--- config.mk ---
export PLATFORM = sky130hd
export DESIGN_NAME = fbf_top
export DESIGN_NICKNAME = d
export VERILOG_FILES = /design/src/rtl/fbf_pkg.sv /design/src/rtl/fbf_booth_lane.sv /design/src/rtl/fbf_adder_tree.sv /design/src/rtl/fbf_sequencer.sv /design/src/rtl/fbf_top.sv
export SDC_FILE = /design/constraint.sdc
export NUM_CORES = 1
export LEC_CHECK = 0
export BUFFER_PORTS_ARGS = -buffer_cell sky130_fd_sc_hd__buf_2
export CORE_ASPECT_RATIO = 2
export CORE_MARGIN = 5
export CORE_UTILIZATION = 55
export CTS_CLUSTER_SIZE = 16
export DETAILED_ROUTE_END_ITERATION = 10
export GPL_ROUTABILITY_DRIVEN = 0
export GPL_TIMING_DRIVEN = 1
export PLACE_DENSITY = 0.76
export SLEW_MARGIN = 30
export SYNTH_ARGS = -nofsm -noshare
export SYNTH_HDL_FRONTEND = slang
export SYNTH_SLANG_ARGS = --single-unit
--- constraint.sdc ---
create_clock -name clk -period 17.21 [get_ports clk]
set_input_delay 2.5815 -clock clk [delete_from_list [all_inputs] [get_ports clk]]
set_output_delay 2.5815 -clock clk [all_outputs]
set_load 0.02 [all_outputs]
--- src/rtl/fbf_pkg.sv ---
package fbf_pkg;

    typedef enum logic [1:0] {
        ST_IDLE = 2'd0,
        ST_RUN  = 2'd1,
        ST_EMIT = 2'd2
    } fbf_state_e;

endpackage

--- src/rtl/fbf_booth_lane.sv ---
// One radix-4 Booth lane: turns a 3-bit recoding window and a coefficient
// into a one's-complement partial product placed at digit weight 4^slice.
module fbf_booth_lane #(
    parameter int COEF_W = 10,
    parameter int ACC_W  = 24,
    parameter int SL_W   = 3
) (
    input  logic [COEF_W-1:0] coef,
    input  logic [2:0]        window,
    input  logic [SL_W-1:0]   slice,
    output logic [ACC_W-1:0]  pp,
    output logic              neg
);
    logic [ACC_W-1:0] cx;
    logic [ACC_W-1:0] mag;

    always_comb begin
        cx  = {{(ACC_W-COEF_W){coef[COEF_W-1]}}, coef};
        mag = '0;
        neg = 1'b0;
        unique case (window)
            3'b000, 3'b111: begin mag = '0;      neg = 1'b0; end
            3'b001, 3'b010: begin mag = cx;      neg = 1'b0; end
            3'b011:         begin mag = cx << 1; neg = 1'b0; end
            3'b100:         begin mag = cx << 1; neg = 1'b1; end
            3'b101, 3'b110: begin mag = cx;      neg = 1'b1; end
        endcase
        pp = (neg ? ~mag : mag) << {slice, 1'b0};
    end
endmodule

--- src/rtl/fbf_adder_tree.sv ---
// Balanced adder tree over the lanes; negation carries are merged into a
// single count that is scaled to the digit weight and added at the root.
module fbf_adder_tree #(
    parameter int LANES = 4,
    parameter int ACC_W = 24,
    parameter int SL_W  = 3
) (
    input  logic [ACC_W-1:0] pp    [LANES],
    input  logic             neg   [LANES],
    input  logic [SL_W-1:0]  slice,
    output logic [ACC_W-1:0] sum
);
    localparam int NODES = 2 * LANES - 1;

    logic [ACC_W-1:0] node [NODES];
    logic [ACC_W-1:0] ncnt;

    for (genvar l = 0; l < LANES; l++) begin : g_leaf
        assign node[LANES-1+l] = pp[l];
    end

    for (genvar j = 0; j < LANES - 1; j++) begin : g_node
        assign node[j] = node[2*j+1] + node[2*j+2];
    end

    always_comb begin
        ncnt = '0;
        for (int l = 0; l < LANES; l++) begin
            ncnt = ncnt + ACC_W'(neg[l]);
        end
    end

    assign sum = node[0] + (ncnt << {slice, 1'b0});
endmodule

--- src/rtl/fbf_sequencer.sv ---
module fbf_sequencer
    import fbf_pkg::*;
#(
    parameter int SLICES = 5,
    parameter int GROUPS = 4,
    parameter int SL_W   = 3,
    parameter int GR_W   = 2
) (
    input  logic            clk,
    input  logic            rst_n,
    input  logic            in_valid,
    output logic            start,
    output logic            run,
    output logic            emit,
    output logic            busy,
    output logic [SL_W-1:0] slice_idx,
    output logic [GR_W-1:0] grp_idx
);
    localparam int STEPS = SLICES * GROUPS;

    fbf_state_e state_q, state_d;
    logic       last;

    assign last = (slice_idx == SL_W'(SLICES - 1)) && (grp_idx == GR_W'(GROUPS - 1));

    always_comb begin
        state_d = state_q;
        unique case (state_q)
            ST_IDLE: if (in_valid) state_d = ST_RUN;
            ST_RUN:  if (last)     state_d = ST_EMIT;
            ST_EMIT:               state_d = ST_IDLE;
            default:               state_d = ST_IDLE;
        endcase
    end

    always_ff @(posedge clk or negedge rst_n) begin
        if (!rst_n) state_q <= ST_IDLE;
        else        state_q <= state_d;
    end

    always_comb begin
        start = 1'b0;
        run   = 1'b0;
        emit  = 1'b0;
        busy  = 1'b1;
        unique case (state_q)
            ST_IDLE: begin start = in_valid; busy = 1'b0; end
            ST_RUN:  run  = 1'b1;
            ST_EMIT: emit = 1'b1;
            default: busy = 1'b0;
        endcase
    end

    always_ff @(posedge clk or negedge rst_n) begin
        if (!rst_n) begin
            slice_idx <= '0;
            grp_idx   <= '0;
        end else if (start) begin
            slice_idx <= '0;
            grp_idx   <= '0;
        end else if (run) begin
            if (slice_idx == SL_W'(SLICES - 1)) begin
                slice_idx <= '0;
                grp_idx   <= grp_idx + 1'b1;
            end else begin
                slice_idx <= slice_idx + 1'b1;
            end
        end
    end

    // checker counter: cycles since the accepting edge
    logic [15:0] lat_q;
    always_ff @(posedge clk or negedge rst_n) begin
        if (!rst_n)     lat_q <= '0;
        else if (start) lat_q <= '0;
        else if (run)   lat_q <= lat_q + 1'b1;
    end

    a_r5_latency: assert property (@(posedge clk) disable iff (!rst_n)
        emit |-> (lat_q == 16'(STEPS)));

    a_r5_single_pulse: assert property (@(posedge clk) disable iff (!rst_n)
        emit |=> !emit);
endmodule

--- src/rtl/fbf_top.sv ---
module fbf_top
    import fbf_pkg::*;
#(
    parameter int DATA_W = 10,
    parameter int COEF_W = 10,
    parameter int TAPS   = 16,
    parameter int LANES  = 4,
    localparam int TAP_W = $clog2(TAPS),
    localparam int ACC_W = DATA_W + COEF_W + TAP_W
) (
    input  logic              clk,
    input  logic              rst_n,
    input  logic              coef_we,
    input  logic [TAP_W-1:0]  coef_addr,
    input  logic [COEF_W-1:0] coef_data,
    input  logic              in_valid,
    input  logic [DATA_W-1:0] in_data,
    output logic              out_valid,
    output logic [ACC_W-1:0]  out_data
);
    localparam int SLICES = DATA_W / 2;
    localparam int GROUPS = TAPS / LANES;
    localparam int SL_W   = (SLICES > 1) ? $clog2(SLICES) : 1;
    localparam int GR_W   = TAP_W - $clog2(LANES);
    localparam int LN_W   = $clog2(LANES);

    logic [TAPS-1:0][SLICES-1:0][1:0] hist_q;
    logic [TAPS-1:0][COEF_W-1:0]      coef_q;
    logic [ACC_W-1:0]                 acc_q;

    logic            start, run, emit, busy;
    logic [SL_W-1:0] slice_idx;
    logic [GR_W-1:0] grp_idx;

    fbf_sequencer #(
        .SLICES(SLICES), .GROUPS(GROUPS), .SL_W(SL_W), .GR_W(GR_W)
    ) u_seq (
        .clk(clk), .rst_n(rst_n), .in_valid(in_valid),
        .start(start), .run(run), .emit(emit), .busy(busy),
        .slice_idx(slice_idx), .grp_idx(grp_idx)
    );

    // delay line of 2-bit sub-data slices
    always_ff @(posedge clk or negedge rst_n) begin
        if (!rst_n) begin
            hist_q <= '0;
        end else if (start) begin
            for (int t = TAPS - 1; t > 0; t--) hist_q[t] <= hist_q[t-1];
            for (int s = 0; s < SLICES; s++) hist_q[0][s] <= in_data[2*s +: 2];
        end
    end

    always_ff @(posedge clk or negedge rst_n) begin
        if (!rst_n)       coef_q <= '0;
        else if (coef_we) coef_q[coef_addr] <= coef_data;
    end

    logic [ACC_W-1:0] lane_pp  [LANES];
    logic             lane_neg [LANES];
    logic [ACC_W-1:0] step_sum;

    for (genvar l = 0; l < LANES; l++) begin : g_lane
        logic [TAP_W-1:0]  tap;
        logic [DATA_W:0]   ext;
        logic [2:0]        window;

        assign tap = {grp_idx, LN_W'(l)};

        always_comb begin
            ext = '0;
            for (int s = 0; s < SLICES; s++) ext[2*s+1 +: 2] = hist_q[tap][s];
            window = ext[{slice_idx, 1'b0} +: 3];
        end

        fbf_booth_lane #(.COEF_W(COEF_W), .ACC_W(ACC_W), .SL_W(SL_W)) u_lane (
            .coef(coef_q[tap]), .window(window), .slice(slice_idx),
            .pp(lane_pp[l]), .neg(lane_neg[l])
        );
    end

    fbf_adder_tree #(.LANES(LANES), .ACC_W(ACC_W), .SL_W(SL_W)) u_tree (
        .pp(lane_pp), .neg(lane_neg), .slice(slice_idx), .sum(step_sum)
    );

    always_ff @(posedge clk or negedge rst_n) begin
        if (!rst_n)     acc_q <= '0;
        else if (start) acc_q <= '0;
        else if (run)   acc_q <= acc_q + step_sum;
    end

    assign out_valid = emit;
    assign out_data  = acc_q;

    a_r4_acc_cleared: assert property (@(posedge clk) disable iff (!rst_n)
        start |=> (acc_q == '0));

    a_r6_busy_ignores: assert property (@(posedge clk) disable iff (!rst_n)
        (busy && in_valid) |=> $stable(hist_q));
endmodule

==> key figures, run 1 <==
Global route
  – Largest net degree at the start of global routing: 191
  – Initial antenna violation count: 0
  – GRT overflow: 0
  – Global-route wire length before repair: 86.7 mm
  – Vias in the first global route: 15700
  – GRT Overall Usage: 25.1%

Drt
  – Via count: 14600
  – Routed WL: 54.6 mm
  – Post-route DRC: 0
  – Routed len/inst: 22.6 microns
  – DRT iter0 DRCs: 1051
  – ANT nets after route: 0
  – TritonRoute pass-1 iters: 7
  – Vias per cell: 6.04

Placed design
  – DPL Wire Length: 39.7 mm
  – Inst Count DP: 2367
  – Port Buffers: 52

Clock network
  – H-tree depth: 1
  – Num CTS Buffers: 30
  – Clk buf depth: 3
  – Post-CTS Resized: 0
  – Postcts setup bufs: 0
  – CTS Sinks: 351
  – Cts hold-fix bufs: 0
  – Clock Pin Slew Worst Setup and Hold Paths: 70 ps
  – CTS root buf: clkbuf_16
  – CTS tree: built
  – Worst-Skew Late Latency: 580 ps

Die
  – Initial core utilization: 55.7%
  – Core ar.: 39600 sq um
  – Die area: 44400 sq um
  – Die height: 293 microns
  – Die Wd: 152 microns
  – FP Rows: 103
  – IO Pins: 53

Final layout
  – # fillers: 3150
  – Commonest non-fill, non-tap cell in the layout: dfrtp_1
  – Share of cells above drive strength 1: 29.3%
  – Area grow syn2layout: 7.52%
  – Final nets: 2038
  – ANT cells: 0
  – Commonest non-fill, non-tap cells in the layout: dfrtp_1, mux2_2, inv_1
  – Finished Layout Cells: 2420

Worst setup path
  – Sum of buffers and inverters on the critical path: 3
  – Startpoint type of the worst setup path: register
  – CP peak stage delay: 960 ps
  – R2R depth: 28
  – Delay-heaviest family, CP: compound AO/OA/AOI/OAI gates
  – Worst path depth: 28
  – Max stage delay cell, worst path: dfrtp_4
  – Critical Path RT: 17670 ps
  – Crit path capture type: register
  – Crit Path Class: register to register
  – Critical Path Most Common Cell: fa_1
  – CP max FO: 54
  – WP data arrival: 9840 ps

STA
  – Worst hold margin: 501 ps
  – Endpoints failing setup: 0
  – Final min period: 9380 ps
  – Final hold violations: 0
  – Worst-Margin Slew: 1060 ps
  – Worst Skew: 17.7 ps
  – Final period util: 54.5%
  – Achievable frequency: 107 MHz
  – Max-slew headroom: 28.9%
  – TNS Setup: 0 ps
  – RSZ-0062 raised after global routing: false
  – Final Max Tran Viols: 0

Synth
  – Most used DFF post-synth: dfrtp_1
  – Sequential area share after synthesis: 39.9%
  – Netlist Area Pre-Place: 22000 sq um
  – Avg Inst Size Synth: 11.7 sq um
  – Synth Register Bits: 351
  – Syn. warnings: 0
  – Ys async rst share: 100%
  – Net Count, Synth: 2048
  – Netlist cell types: 75
  – Mapped Cells: 1885
  – Post-synth EDFFs: 0

Status
  – Status: complete, no violations

Run
  – Max Cap Viol: 0

Hold path
  – Worst Hold Class: register to register
  – Hold Path Depth: 2
[logic make-up (layout without fill, tap and decap cells)]
family	after synthesis	count (layout)	share of synthesized area (%)
AO/OA/AOI/OAI	268	268	7.88
XOR/XNOR	72	72	3.08
adder cells (fa/ha/maj)	135	135	10.6
buffers and inverters	267	277	4.85
flip-flops	351	351	39.9
multiplexers	460	460	27.2
AND/OR/NAND/NOR	332	332	6.57
[Yosys cell counts (7+ instances only)]
master      n  area (sq um)
dfrtp_1   351          8780
mux2_2    333          3750
inv_1     155           582
nand2_1   128           480
nor2_1    119           447
fa_1       86          1720
a21oi_1    79           395
mux4_2     64          1440
clkbuf_1   61           229
o21ai_0    55           275
mux2i_1    51           510
xnor2_1    51           447
ha_1       49           613
a22oi_1    32           240
buf_1      21          78.8
a21o_1     18           135
buf_2      18          90.1
xor2_1     17           149
nand2b_1   15          93.8
nand3_1    15          75.1
o22a_1     11          96.3
a22o_1      9          78.8
nor2b_1     9          56.3
nor3_1      9          45.0
o21bai_1    9          67.6
buf_4       7          52.6
or3_1       7          43.8
[flip-flops by register name (all words and copies together), names as in the netlist]
| signal | count |
|---|---|
| coef_q | 160 |
| u_seq.state_q | 2 |
| u_seq.slice_idx | 3 |
| hist_q | 160 |
| out_data | 24 |
| u_seq.grp_idx | 2 |
[layout make-up]
class,instances,area [sq um],area share [%]
clock buffers,43,901,3.80
clock inverters,9,101,0.428
inverters,158,593,2.50
multi-input cells,1267,12200,51.6
flip-flops and latches,351,8790,37.1
well taps,525,657,2.77
repair buffers,67,427,1.80
[worst register-to-register path, delay by kind of cell, from the launching register on]
kind / cells / cell delay (ps)
adder cells (fa/ha/maj): 5 / 2280
AO/OA/AOI/OAI: 11 / 2840
buffers and inverters: 3 / 770
XOR/XNOR: 1 / 400
AND/OR/NAND/NOR: 5 / 900
flip-flops: 1 / 960
multiplexers: 3 / 1150
[stage by stage]
step / util [%] / cell area [sq um] / worst slack (ps)
final: 59.9 / 23700 / 7830
after global routing: 59.9 / 23700 / 7240
after CTS: 59.8 / 23600 / 7880
after detailed placement: 57.2 / 22600 / 7890
after global placement: 57.2 / 22600 / 8150
after floorplan: - / 22000 / 8150
[worst paths after layout]
kind / start / end / slack [ps]
setup / recovery: u_seq.grp_idx[1]$_DFFE_PN0P_ / out_data[23]$_DFFE_PN0P_ / 7830
hold reg to reg: out_data[3]$_DFFE_PN0P_ / out_data[3]$_DFFE_PN0P_ / 500
hold / removal: out_data[3]$_DFFE_PN0P_ / out_data[3]$_DFFE_PN0P_ / 500
min in group asynchronous: rst_n / hist_q[62]$_DFFE_PN0P_ / 2020
max in group asynchronous: rst_n / coef_q[29]$_DFFE_PN0P_ / 13710
setup reg to reg: u_seq.grp_idx[1]$_DFFE_PN0P_ / out_data[23]$_DFFE_PN0P_ / 7830
[metal layers]
| layer | wire length (microns) | up-vias | part of all wire [%] | GRT usage (%) |
|---|---|---|---|---|
| met4 | 3810 | 0 | 7.0 | 14.4 |
| li1 | - | 6540 | - | - |
| met3 | 2510 | 172 | 4.6 | 3.78 |
| met5 | 0 | - | 0 | 0 |
| met2 | 28600 | 444 | 52 | 43.7 |
| met1 | 19600 | 7471 | 36 | 29.0 |
Power of run 1 is not shown: default switching activity piles up to over one toggle a cycle in this logic, so the estimate is an artifact.
==> run 2, diff against run 1 <==
- clock period: 17.21 -> 8.9 ns (I/O delays scaled with it)
==> run 2 against run 1 <==
  * Register-to-register slack worse by 7700 ps
  * Worst hold slack lost 0.65 ps
  * Critical path type unchanged
  * Clock-buffer cell count down 1
  * Highest routed layer unchanged
  * Setup slack lost 7700 ps
  * Core utilization rose by 0.74 points
==> key figures, run 2 (same netlist as run 1, synthesis figures left out) <==
STA
  – Worst hold margin: 501 ps (-0.648 ps)
  – TNS Setup: 0 ps (unchanged)
  – Achievable frequency: 115 MHz (+7.5%)
  – RSZ-0062 raised after global routing: false
  – Worst-Margin Slew: 992 ps (-66.9 ps)
  – Final Max Tran Viols: 0 (unchanged)
  – Final period util: 98.0% (+44 points)
  – Worst Skew: 25.4 ps (+7.70 ps)
  – Final hold violations: 0 (unchanged)
  – Final min period: 8730 ps (-658 ps)
  – Endpoints failing setup: 0 (unchanged)
  – Max-slew headroom: 33.6% (+4.7 points)

Final layout
  – Core Util, Final: 60.6% (+0.74 points)
  – Area grow syn2layout: 8.85%
  – Share of cells above drive strength 1: 30.7% (+1.4 points)
  – Final nets: 2073 (+1.7%)
  – ANT cells: 0 (unchanged)
  – # fillers: 3137 (-0.41%)
  – Multi-input gate area: 12200 sq um (about the same)
  – Commonest non-fill, non-tap cells in the layout: dfrtp_1, mux2_2, inv_1
  – Finished Layout Cells: 2455 (+1.4%)
  – Register area: 8790 sq um (unchanged)
  – Commonest non-fill, non-tap cell in the layout: dfrtp_1

Global route
  – Initial antenna violation count: 0 (unchanged)
  – GRT overflow: 0 (unchanged)
  – Largest net degree at the start of global routing: 165 (-14%)
  – Vias in the first global route: 15900 (+1.7%)
  – Global-route wire length before repair: 89.1 mm (+2.8%)
  – GRT Overall Usage: 25.9% (+0.87 points)

Run
  – Max Cap Viol: 0 (unchanged)

Die
  – Initial core utilization: 55.7% (unchanged)
  – FP Rows: 103 (unchanged)
  – Die area: 44400 sq um (unchanged)
  – Core ar.: 39600 sq um (unchanged)
  – IO Pins: 53 (unchanged)
  – Die Wd: 152 microns (unchanged)
  – Die height: 293 microns (unchanged)

Worst setup path
  – Crit path capture type: register
  – Max stage delay cell, worst path: a21oi_1
  – Crit Path Class: register to register
  – CP max FO: 12 (-78%)
  – CP peak stage delay: 610 ps (-350 ps)
  – WP data arrival: 9190 ps (-650 ps)
  – Critical Path Most Common Cell: a21o_1
  – Critical Path RT: 9370 ps (-8300 ps)
  – Startpoint type of the worst setup path: register

Placed design
  – DPL Wire Length: 42.3 mm (+6.4%)
  – Inst Count DP: 2402 (+1.5%)
  – Port Buffers: 52 (unchanged)

Drt
  – Via count: 14900 (+1.5%)
  – Routed WL: 56.2 mm (+2.9%)
  – Vias per cell: 6.05 (about the same)
  – Post-route DRC: 0 (unchanged)
  – ANT nets after route: 0 (unchanged)
  – DRT iter0 DRCs: 1019 (-3.0%)
  – TritonRoute pass-1 iters: 6 (-1)
  – Routed len/inst: 22.9 microns (+1.4%)

Clock network
  – CTS tree: built
  – CTS root buf: clkbuf_16
  – Post-CTS Resized: 0 (unchanged)
  – Clock Pin Slew Worst Setup and Hold Paths: 90 ps (+20 ps)
  – Clk buf depth: 3 (unchanged)
  – Postcts setup bufs: 0 (unchanged)
  – CTS Sinks: 351 (unchanged)
  – Cts hold-fix bufs: 0 (unchanged)
  – Worst-Skew Late Latency: 580 ps (about the same)
  – Num CTS Buffers: 30 (unchanged)
  – H-tree depth: 1 (unchanged)

Hold path
  – Worst Hold Class: register to register

Status
  – Status: complete, no violations
## run 2: changes by cell type in the layout (fill, tap and decap cells not counted), sizes merged
cell      delta
clkinv       -1
buf         +35
clkinvlp     +1
clkbuf       -1
inv          +1
## run 2: per-layer routing
| metal | GRT usage, % | vias up | routed length [microns] |
|---|---|---|---|
| li1 | - | 6628 | - |
| met1 | 28.9 | 7463 | 19500 |
| met2 | 45.8 | 546 | 29500 |
| met3 | 3.44 | 213 | 2650 |
| met4 | 16.7 | 0 | 4460 |
| met5 | 0 | - | 0 |
## run 2: cell type report
type,count,area share (%)
Timing Repair Buffer,102,2.89
Inverter,158,2.48
Sequential cell,351,36.7
Tap cell,525,2.74
Clock buffer,42,3.74
Multi-Input combinational cell,1267,51.0
Clock inverter,10,0.501
## run 2: through the flow
stage / area [sq um] / setup slack, ps
2_1_floorplan: 22000 / 8.67
3_3_place_gp: 22900 / 433
3_5_place_dp: 22900 / 271
4_1_cts: 23900 / 220
5_1_grt: 24000 / 5.70
6_report: 24000 / 174
## run 2: critical path, delay by kind of cell (launching register included)
| family | cells | cell delay (ps) |
|---|---|---|
| AO/OA/AOI/OAI | 12 | 2960 |
| multiplexers | 4 | 1390 |
| AND/OR/NAND/NOR | 4 | 630 |
| flip-flops | 1 | 550 |
| adder cells (fa/ha/maj) | 5 | 1940 |
| buffers and inverters | 5 | 570 |
| XOR/XNOR | 2 | 550 |
## run 2: worst paths after layout
kind,from,end,slack (ps),depth (start not counted)
max,u_seq.grp_idx[0]$_DFFE_PN0P_,out_data[23]$_DFFE_PN0P_,170,32
min,coef_q[99]$_DFFE_PN0P_,coef_q[99]$_DFFE_PN0P_,500,1
max reg2reg,u_seq.grp_idx[0]$_DFFE_PN0P_,out_data[23]$_DFFE_PN0P_,170,32
min reg2reg,coef_q[99]$_DFFE_PN0P_,coef_q[99]$_DFFE_PN0P_,500,1
max in group asynchronous,rst_n,hist_q[45]$_DFFE_PN0P_,5990,4
min in group asynchronous,rst_n,hist_q[8]$_DFFE_PN0P_,730,1
Power of run 2 is left out for the same reason.
==> run 3, diff against run 2 <==
- RECOVER_POWER: unset -> 25
==> run 3 against run 2 <==
  * The run now ends with max-capacitance violations, max-slew violations left
  * Non-clock buffer count unchanged
  * Cell count did not move
  * Critical path type unchanged
  * Cell area down 0.16%
  * Critical endpoint unchanged
  * Die area did not move
  * Wire length barely moved
  * Fmax increased by 0.12%
  * Register-to-register slack is essentially flat
  * Global-route usage stayed put
  * Clock-buffer cell count did not move
==> key figures, run 3 (same netlist as run 1, synthesis figures left out) <==
Status
  – Status: finished, violations left
  – Failing checks: max-capacitance violations, max-slew violations

Worst setup path
  – R2r startpoint: u_seq.grp_idx[0]$_DFFE_PN0P_
  – Startpoint type of the worst setup path: register
  – Critical Path RT: 9370 ps (about the same)
  – CP peak stage delay: 610 ps (about the same)
  – CP max FO: 18 (+6)
  – Sum of buffers and inverters on the critical path: 6 (+1)
  – Delay-heaviest family, CP: compound AO/OA/AOI/OAI gates
  – CP Launch Point: u_seq.grp_idx[0]$_DFFE_PN0P_
  – Crit Path Class: register to register
  – Worst setup path endpoint: out_data[23]$_DFFE_PN0P_
  – Worst path depth: 34 (+6.3%)
  – Max stage delay cell, worst path: a21oi_1
  – WP data arrival: 9180 ps (about the same)
  – R2R Setup Slk: 180 ps (about the same)
  – R2R depth: 34 (+6.3%)
  – Crit path capture type: register
  – Critical Path Most Common Cell: a21o_1
  – R2R Path End: out_data[23]$_DFFE_PN0P_

Final layout
  – Area grow syn2layout: 8.68%
  – Final nets: 2073 (unchanged)
  – Fin area: 24000 sq um (-0.16%)
  – Share of cells above drive strength 1: 30.4% (-0.31 points)
  – Commonest non-fill, non-tap cell in the layout: dfrtp_1
  – ANT cells: 0 (unchanged)
  – Commonest non-fill, non-tap cells in the layout: dfrtp_1, mux2_2, inv_1

STA
  – Worst-Margin Slew: 4090 ps (+3100 ps)
  – Final period util: 97.9% (-0.11 points)
  – RSZ-0062 raised after global routing: false
  – Final hold violations: 0 (unchanged)
  – Achievable frequency: 115 MHz (+0.12%)
  – Worst Skew: 24.8 ps (-0.627 ps)
  – TNS Setup: 0 ps (unchanged)
  – Final Max Tran Viols: 255 (+255)
  – Max-slew headroom: -173% (-210 points)
  – Final min period: 8720 ps (-9.98 ps)
  – Endpoints failing setup: 0 (unchanged)

Global route
  – Initial antenna violation count: 0 (unchanged)
  – GRT overflow: 0 (unchanged)
  – GRT Overall Usage: 25.9% (unchanged)
  – Gr busiest metal: met2
  – M1 GR Usage: 28.9% (unchanged)
  – Met3 usage: 3.44% (unchanged)
  – Global-route wire length before repair: 89.1 mm (unchanged)
  – Vias in the first global route: 15900 (unchanged)
  – Met2 usage: 45.8% (unchanged)
  – Largest net degree at the start of global routing: 165 (unchanged)

Drt
  – TritonRoute pass-1 iters: 5 (-1)
  – ANT nets after route: 0 (unchanged)
  – Via count: 14800 (-0.38%)
  – DRT iter0 DRCs: 1074 (+5.4%)
  – Post-route DRC: 0 (unchanged)
  – Routed len/inst: 22.9 microns (about the same)
  – Vias per cell: 6.03 (-0.38%)
  – Routed WL: 56.2 mm (about the same)

Clock network
  – CTS root buf: clkbuf_16
  – Clock Pin Slew Worst Setup and Hold Paths: 90 ps (about the same)
  – Worst-Skew Late Latency: 580 ps (about the same)
  – H-tree depth: 1 (unchanged)
  – CTS Sinks: 351 (unchanged)
  – CTS tree: built
  – Num CTS Buffers: 30 (unchanged)
  – Clk buf depth: 3 (unchanged)

Placed design
  – Port Buffers: 52 (unchanged)
  – Area post-placement: 22900 sq um (unchanged)
  – DPL Wire Length: 42.3 mm (unchanged)

Die
  – Die Wd: 152 microns (unchanged)
  – IO Pins: 53 (unchanged)
  – FP Rows: 103 (unchanged)
  – Die height: 293 microns (unchanged)
  – Initial core utilization: 55.7% (unchanged)
  – Core ar.: 39600 sq um (unchanged)
  – Die area: 44400 sq um (unchanged)

Run
  – Max Cap Viol: 4 (+4)

Hold path
  – Hold Path Depth: 1 (unchanged)
  – Worst Hold Class: register to register
[run 3: cell types whose count changed in the layout (fill, tap and decap cells not counted)]
cell      before  now
clkbuf_1       3    8
buf_12         2    1
buf_8          1    0
dfrtp_2        3    2
buf_4         46   44
buf_2         51   50
dfrtp_1      346  347
[run 3: timing repair]
item	in CTS	in global routing
gates resized for setup	0	10
endpoints found under the setup margin	0	4
buffers inserted	0	0
hold buffers	0	0
[run 3: how the worst min path moves through the flow]
stage,startpoint,end
finish,coef_q[99]$_DFFE_PN0P_,coef_q[99]$_DFFE_PN0P_
global route,coef_q[146]$_DFFE_PN0P_,coef_q[146]$_DFFE_PN0P_
CTS,coef_q[99]$_DFFE_PN0P_,coef_q[99]$_DFFE_PN0P_
detailed placement,coef_q[99]$_DFFE_PN0P_,coef_q[99]$_DFFE_PN0P_
global placement,coef_q[95]$_DFFE_PN0P_,coef_q[95]$_DFFE_PN0P_
floorplan,hist_q[153]$_DFFE_PN0P_,hist_q[153]$_DFFE_PN0P_
[run 3: area by class of cell]
cell class | count | area (sq um)
multi-input cells | 1267 | 12200
inverters | 158 | 596
clock inverters | 10 | 120
repair buffers | 102 | 658
well taps | 525 | 657
flip-flops and latches | 351 | 8790
fillers | 3146 | 15600
clock buffers | 42 | 897
[run 3: worst reg2reg max path, delay by kind of cell, from the launching register on]
family | cells | cell delay (ps)
DFF | 1 | 540
buffers and inverters | 6 | 810
and+or+nand+nor | 6 | 760
xor gates and xnor gates | 2 | 550
adders and majority gates | 5 | 1960
muxes | 3 | 1080
AOI/OAI and AO/OA | 12 | 2890
[run 3: per-stage QoR]
step	worst slack, ps	hold slack (ps)	utilization [%]	instances
6_report	184	501	60.5	2455
5_1_grt	5.70	515	60.5	2455
3_3_place_gp	433	481	57.9	2402
4_1_cts	220	504	60.5	2454
3_5_place_dp	271	488	57.9	2402
2_1_floorplan	8.67	472	-	1885
[run 3: metal layers]
| layer | wire [microns] | up-vias |
|---|---|---|
| met5 | 0 | - |
| met4 | 4440 | 0 |
| met3 | 2610 | 215 |
| met2 | 29600 | 505 |
| met1 | 19600 | 7447 |
| li1 | - | 6627 |
Power of run 3 is left out for the same reason.
